### src/rtl/stpin_pkg.sv
package stpin_pkg;

    typedef enum logic [2:0] {
        SEL_OFF0   = 3'd0,
        SEL_UNLOCK = 3'd1,
        SEL_COUNT  = 3'd2,
        SEL_OFF3   = 3'd3,
        SEL_OFF4   = 3'd4,
        SEL_IO0    = 3'd5,
        SEL_IO1    = 3'd6,
        SEL_OFF7   = 3'd7
    } src_sel_e;

    typedef enum logic [1:0] {
        XF_WR_A = 2'd0,
        XF_WR_B = 2'd1,
        XF_RD   = 2'd2,
        XF_WR_C = 2'd3
    } xfer_e;

    typedef enum logic {
        PIN_REL = 1'b0,
        PIN_LOW = 1'b1
    } pin_e;

    typedef struct packed {
        logic active;
        pin_e level;
    } bus_req_t;

    localparam int SEL_W   = 3;
    localparam int IO_BASE = 5;

    function automatic pin_e low_when(input logic cond);
        return cond ? PIN_LOW : PIN_REL;
    endfunction

endpackage

### src/rtl/stpin_count_tracker.sv
module stpin_count_tracker (
    input  logic clk,
    input  logic rst,
    input  logic cnt_en,
    input  logic cnt_done,
    input  logic ce,
    output logic done_next,
    output logic done_q
);
    logic en_prev_q;
    logic en_rise;

    assign en_rise = cnt_en & ~en_prev_q;

    always_comb begin
        if (en_rise || ce)
            done_next = 1'b0;
        else if (cnt_done)
            done_next = 1'b1;
        else
            done_next = done_q;
    end

    always_ff @(posedge clk) begin
        if (rst) begin
            en_prev_q <= 1'b0;
            done_q    <= 1'b0;
        end else begin
            en_prev_q <= cnt_en;
            done_q    <= done_next;
        end
    end

    // a done pulse with no clearing condition leaves the flag set
    a_r4_done_sets: assert property (@(posedge clk) disable iff (rst)
        (cnt_done && !ce && !(cnt_en && !en_prev_q)) |=> done_q);

    // rising enable clears the flag
    a_r5_rise_clears: assert property (@(posedge clk) disable iff (rst)
        (cnt_en && !en_prev_q) |=> !done_q);

    // chip-enable clears the flag
    a_r6_ce_clears: assert property (@(posedge clk) disable iff (rst)
        ce |=> !done_q);

endmodule

### src/rtl/stpin_source_mux.sv
module stpin_source_mux
    import stpin_pkg::*;
#(
    parameter int NUM_IO = 2
) (
    input  logic [SEL_W-1:0]  src_sel,
    input  logic              unlock,
    input  logic              done_next,
    input  logic [NUM_IO-1:0] io_level,
    input  logic [NUM_IO-1:0] io_is_out,
    output pin_e              sel_level
);
    localparam int MAX_IO = (1 << SEL_W) - IO_BASE;

    pin_e      io_pin [NUM_IO];
    src_sel_e  sel_e;

    assign sel_e = src_sel_e'(src_sel);

    generate
        if (NUM_IO < 1 || NUM_IO > MAX_IO) begin : g_bad_count
            initial $error("NUM_IO out of range");
        end
        for (genvar k = 0; k < NUM_IO; k++) begin : g_mirror
            assign io_pin[k] = low_when(!io_is_out[k] && !io_level[k]);
        end
    endgenerate

    always_comb begin
        sel_level = PIN_REL;
        case (sel_e)
            SEL_UNLOCK: sel_level = low_when(unlock);
            SEL_COUNT:  sel_level = low_when(done_next);
            default: begin
                for (int k = 0; k < NUM_IO; k++) begin
                    if (int'(src_sel) == IO_BASE + k)
                        sel_level = io_pin[k];
                end
            end
        endcase
    end

endmodule

### src/rtl/stpin_bus_override.sv
module stpin_bus_override
    import stpin_pkg::*;
(
    input  logic       ce,
    input  logic [1:0] xfer_mode,
    input  logic       ser_bit,
    input  pin_e       sel_level,
    output pin_e       pin_next
);
    bus_req_t req;

    always_comb begin
        req.active = ce;
        if (xfer_e'(xfer_mode) == XF_RD)
            req.level = low_when(!ser_bit);
        else
            req.level = PIN_REL;
        pin_next = req.active ? req.level : sel_level;
    end

endmodule

### src/rtl/stpin_ctrl.sv
module stpin_ctrl
    import stpin_pkg::*;
#(
    parameter int NUM_IO = 2
) (
    input  logic              clk,
    input  logic              rst,
    input  logic [2:0]        src_sel,
    input  logic              unlock,
    input  logic              cnt_en,
    input  logic              cnt_done,
    input  logic [NUM_IO-1:0] io_level,
    input  logic [NUM_IO-1:0] io_is_out,
    input  logic              ce,
    input  logic [1:0]        xfer_mode,
    input  logic              ser_bit,
    output logic              drive_low,
    output logic              released
);
    logic done_next;
    logic done_q;
    pin_e sel_level;
    pin_e pin_next;
    pin_e pin_q;

    stpin_count_tracker u_track (
        .clk       (clk),
        .rst       (rst),
        .cnt_en    (cnt_en),
        .cnt_done  (cnt_done),
        .ce        (ce),
        .done_next (done_next),
        .done_q    (done_q)
    );

    stpin_source_mux #(.NUM_IO(NUM_IO)) u_mux (
        .src_sel   (src_sel),
        .unlock    (unlock),
        .done_next (done_next),
        .io_level  (io_level),
        .io_is_out (io_is_out),
        .sel_level (sel_level)
    );

    stpin_bus_override u_bus (
        .ce        (ce),
        .xfer_mode (xfer_mode),
        .ser_bit   (ser_bit),
        .sel_level (sel_level),
        .pin_next  (pin_next)
    );

    always_ff @(posedge clk) begin
        if (rst) pin_q <= PIN_REL;
        else     pin_q <= pin_next;
    end

    assign drive_low = (pin_q == PIN_LOW);
    assign released  = (pin_q == PIN_REL);

    // write transfer releases the line
    a_r9_write_release: assert property (@(posedge clk) disable iff (rst)
        (ce && xfer_mode != 2'b10) |=> released);

    // read transfer follows the serial bit
    a_r10_read_bit: assert property (@(posedge clk) disable iff (rst)
        (ce && xfer_mode == 2'b10) |=> (drive_low == !$past(ser_bit)));

    // idle codes release the line
    a_r2_idle_release: assert property (@(posedge clk) disable iff (rst)
        (!ce && (src_sel == 3'd0 || src_sel == 3'd3 || src_sel == 3'd4 || src_sel == 3'd7))
        |=> released);

    // unlock mode follows the flag
    a_r3_unlock: assert property (@(posedge clk) disable iff (rst)
        (!ce && src_sel == 3'd1) |=> (drive_low == $past(unlock)));

    // exactly one output active
    a_r11_exclusive: assert property (@(posedge clk) disable iff (rst)
        $onehot({drive_low, released}));

endmodule

### config.mk
export PLATFORM = sky130hd
export DESIGN_NAME = stpin_ctrl
export DESIGN_NICKNAME = d
export VERILOG_FILES = /design/src/rtl/stpin_pkg.sv /design/src/rtl/stpin_count_tracker.sv /design/src/rtl/stpin_source_mux.sv /design/src/rtl/stpin_bus_override.sv /design/src/rtl/stpin_ctrl.sv
export SDC_FILE = /design/constraint.sdc
export NUM_CORES = 1
export LEC_CHECK = 0
export ABC_CLOCK_PERIOD_IN_PS = 3700
export BUFFER_PORTS_ARGS = -buffer_cell sky130_fd_sc_hd__buf_2
export CORE_AREA = 2 2 39 41
export DETAILED_ROUTE_END_ITERATION = 10
export DIE_AREA = 0 0 41 43
export PLACE_DENSITY = 0.43
export SLEW_MARGIN = 10
export SYNTH_ARGS = -nofsm -noshare
export SYNTH_HDL_FRONTEND = slang
export SYNTH_HIERARCHICAL = 1
export SYNTH_SLANG_ARGS = --single-unit
### constraint.sdc
create_clock -name clk -period 3.7 [get_ports clk]
set_clock_uncertainty 0.15 [all_clocks]
set_input_delay 0.555 -clock clk [delete_from_list [all_inputs] [get_ports clk]]
set_output_delay 0.555 -clock clk [all_outputs]
set_load 0.1 [all_outputs]
After elaboration in Yosys (flattened, before gate mapping) --
Index checks and enable logic that the tools add are counted. Widths: inputs -> output; s select.
Word-level totals: bits in registers 3, latch bits 0, bits in writable memories 0, memory bits (read-only) 0, bits of input ports 16, output and inout bits 2, logic and storage cells 30, memories 0
Cells by class: add/subtract/negate cells 0, multipliers 0, div/mod/pow operators 0, magnitude comparators 0, equal/unequal tests 5, shift-type cells 0, multiplexer cells 12, bitwise logic cells 3, reduce and logical (&&, ||, !) cells 7
Operator list (number):
- $mux 1 | 11
- $eq 3x2->1 const B | 2
- $logic_not 1->1 | 4
- $eq 3x1->1 const B | 1
- $eq 3x3->1 const B | 1
- $eq 2x2->1 const B | 1
- $logic_and 1x1->1 | 2
- $not 1->1 | 2
- $pmux 1 s2 | 1
- $and 1x1->1 | 1
- $logic_or 1x1->1 | 1

Longest topological paths before layout --
depth after elaboration 7, depth in mapped cells 6, mapped depth without buffers 6

Cells and area by module --
Netlist, hierarchy kept.
Modules (own cells, without submodules):
- stpin_count_tracker | times used 1, cells each 7, area each 81.3 µm², seq. area each 40.0 µm²
- stpin_source_mux | times used 1, cells each 7, area each 42.5 µm², seq. area each 0.0 µm²
- stpin_ctrl | times used 1, cells each 3, area each 37.5 µm², seq. area each 20.0 µm²
- stpin_bus_override | times used 1, cells each 2, area each 18.8 µm², seq. area each 0.0 µm²

Worst setup path before layout --
Ideal clock, no wire load.
path kind reg2out, start point register pin_q (netlist: drive_low), end point output port released, data arrival time 1.610 ns, data required time 2.995 ns, slack 1.385 ns, cell stages (with the launch flop) 2, buffers on the path 0, cell sequence dfxtp_1 inv_1
Between the ends: cells in the longest elaborated chain, start to end 1
RTL lines:
- start, declared | RTL line stpin_ctrl.sv:24 | pin_e pin_q;
- start signal, assigned | RTL line stpin_ctrl.sv:55 | else pin_q <= pin_next;
- $not 1->1 | RTL line stpin_ctrl.sv:59 | assign released = (pin_q == PIN_REL);
- end, declared | RTL line stpin_ctrl.sv:18 | output logic released
Every way passes these cells.

Worst setup path in the final report --
Ends and elaborated chain as after synthesis.

==> metrics.md <==
| Metric | Value |
|---|---|
| TNS Setup | 0 ns |
| Crit path DAT | 0.98 ns |
| Number of global-route vias before repair | 185 |
| WP data required | 2.99 ns |
| Core ar. | 0.00138 mm² |
| Number of library cell types mapped by synthesis | 14 |
| Worst VDD drop | 0.131 mV |
| Row cnt | 14 |
| Pwr dens | 382 mW/mm² |
| FF-to-FF setup slack | 2.40 ns |
| GRT overflow | 0 |
| DIE AREA | 0.00176 mm² |
| Global-route wire length before repair | 627 µm |
| Max frequency | 593 MHz |
| Worst-margin pin slew | 0.492 ns |
| Initial antenna violation count | 0 |
| Total power | 119 µW |
| GRT Util Overall | 0.0592 |
| DRT iter0 DRCs | 2 |
| Routed len/inst | 8.95 µm |
| CP Max Fanout | 2 |
| H-tree levels | 1 |
| Die H | 43 µm |
| Final period utilization | 0.456 |
| Clk sink count | 3 |
| Net count after synthesis | 35 |
| Final setup fails | 0 |
| Final net count | 57 |
| # diodes | 0 |
| Post-layout utilization of the core | 0.225 |
| Status | finished, final reports clean |
| Drt drc | 0 |
| Cts repair resizes | 0 |
| Final hold vios | 0 |
| Worst-Skew Late Latency | 0.23 ns |
| Maxcap violations | 0 |
| CP Capture Type | primary output |
| Starting Density | 0.130 |
| Length of the first detailed-routing pass in iterations | 2 |
| Max Root-Sink Buffers | 2 |
| CTS root buf | clkbuf_4 |
| Synth Register Bits | 3 |
| Chip Width | 41 µm |
| Relative slew slack | 0.674 |
| DRT antenna net count | 0 |
| CP startpoint kind | flop |
| Slew Limit Fails | 0 |
| # IOs | 18 |
| Synth Instances | 19 |
| Post-synthesis sequential area ratio | 0.333 |
| Postcts setup bufs | 0 |
| Area delta synth->final | 72.9% |
| CP Class | reg2out |
| Fraction of layout cells with a size suffix above 1 | 0.600 |
| RSZ-0062 raised after global routing | no |
| Hold bufs inserted after CTS | 0 |
| Largest net degree at the start of global routing | 5 |
| Worst min path class | reg2reg |
| Final WL | 501 µm |
| CTS tree | yes |
| RePlAce Congestion | 0.614 |
| Setup WS post-layout | 2.01 ns |
| Dpl ws | 1.83 ns |
| Vias per cell | 3.70 |
| Synth Cell Area | 180 µm² |
| Static leakage | 0.145 nW |
| Fillers | 155 |
| Clock-pin slew of the registers on the worst-case setup and hold paths | 0.04 ns |
| I/O Buffers | 17 |
| Vias | 207 |
| Syn Area/Cell | 9.48 µm² |
| YS warnings | 6 |
| Final Critical Period | 1.69 ns |
| TritonCTS Buffers | 3 |
==> synth_stat cells (all sizes together) <==
| library cell | n | area share |
|---|---|---|
| nor3 | 1 | 0.028 |
| dfxtp | 3 | 0.33 |
| or4 | 1 | 0.042 |
| nand3b | 1 | 0.042 |
| nor2 | 2 | 0.042 |
| nand3 | 1 | 0.028 |
| mux2 | 1 | 0.062 |
| nor2b | 3 | 0.19 |
| nor3b | 1 | 0.042 |
| a31oi | 1 | 0.035 |
| nor4 | 1 | 0.069 |
| inv | 2 | 0.042 |
| a32oi | 1 | 0.049 |
==> worst max-delay path, stage by stage (launching register included) <==
cell and delay, ns:
dfxtp_1 0.30, inv_1 0.04, buf_2 0.41
==> flip-flops by register name, indices dropped and copies added (netlist names) <==
signal and cells:
u_track/en_prev_q 1, drive_low 1, u_track/done_q 1
==> power by group <==
group / total, mW / internal [mW] / switching, mW / leakage [nW]
sequential: 0.0349 / 0.0341 / 0.000795 / 0.0247
combinational: 0.0273 / 0.0117 / 0.0156 / 0.106
clock: 0.0568 / 0.0404 / 0.0164 / 0.0150
==> cell families after synthesis <==
kind of cell,Yosys count,share of synthesized area
muxes,1,0.0625
buffers and inverters,2,0.0417
and+or+nand+nor,11,0.479
DFF,3,0.333
AOI/OAI and AO/OA,2,0.0834
==> cells in the final DEF, fill, tap and decap left out <==
master,instances
a31oi_1,1
a32oi_1,1
buf_2,17
clkbuf_1,1
clkbuf_4,3
dfxtp_1,3
inv_1,2
mux2_2,1
nand3_1,1
nand3b_1,1
nor2_1,2
nor2b_1,1
nor2b_4,2
nor3_1,1
nor3b_1,1
nor4_2,1
or4_1,1
==> final timing paths <==
path                                 from                        end  depth (start not counted)
max                  drive_low$_SDFF_PP0_                   released                          2
min          u_track/en_prev_q$_SDFF_PP0_  u_track/done_q$_SDFF_PP0_                          2
max reg2reg     u_track/done_q$_SDFF_PP0_       drive_low$_SDFF_PP0_                          6
min reg2reg  u_track/en_prev_q$_SDFF_PP0_  u_track/done_q$_SDFF_PP0_                          2
==> per-stage QoR <==
stage,hold slack [ns],instances,area [µm²]
2_1_floorplan,0.350,19,180
3_3_place_gp,0.376,52,285
3_5_place_dp,0.373,52,285
4_1_cts,0.373,56,312
5_1_grt,0.385,56,312
6_report,0.373,56,312
==> area by class of cell <==
type / instances / area (µm²) / share of cell area
inverters: 2 / 7.51 / 0.0241
repair buffers: 17 / 85.1 / 0.273
clock buffers: 4 / 26.3 / 0.0843
well taps: 16 / 20.0 / 0.0643
multi-input cells: 14 / 113 / 0.361
flip-flops and latches: 3 / 60.1 / 0.193
==> metal layers <==
metal  up-vias  track usage  part of all wire  wire length (µm)
li1        111            -                 -                 -
met1        79       0.0641              0.44               222
met2        17       0.0688              0.35               177
met3         0       0.0262              0.20               101
met4         0       0.0800                 0                 0
met5         -            0                 0                 0
(Power assumes the default switching activity.)
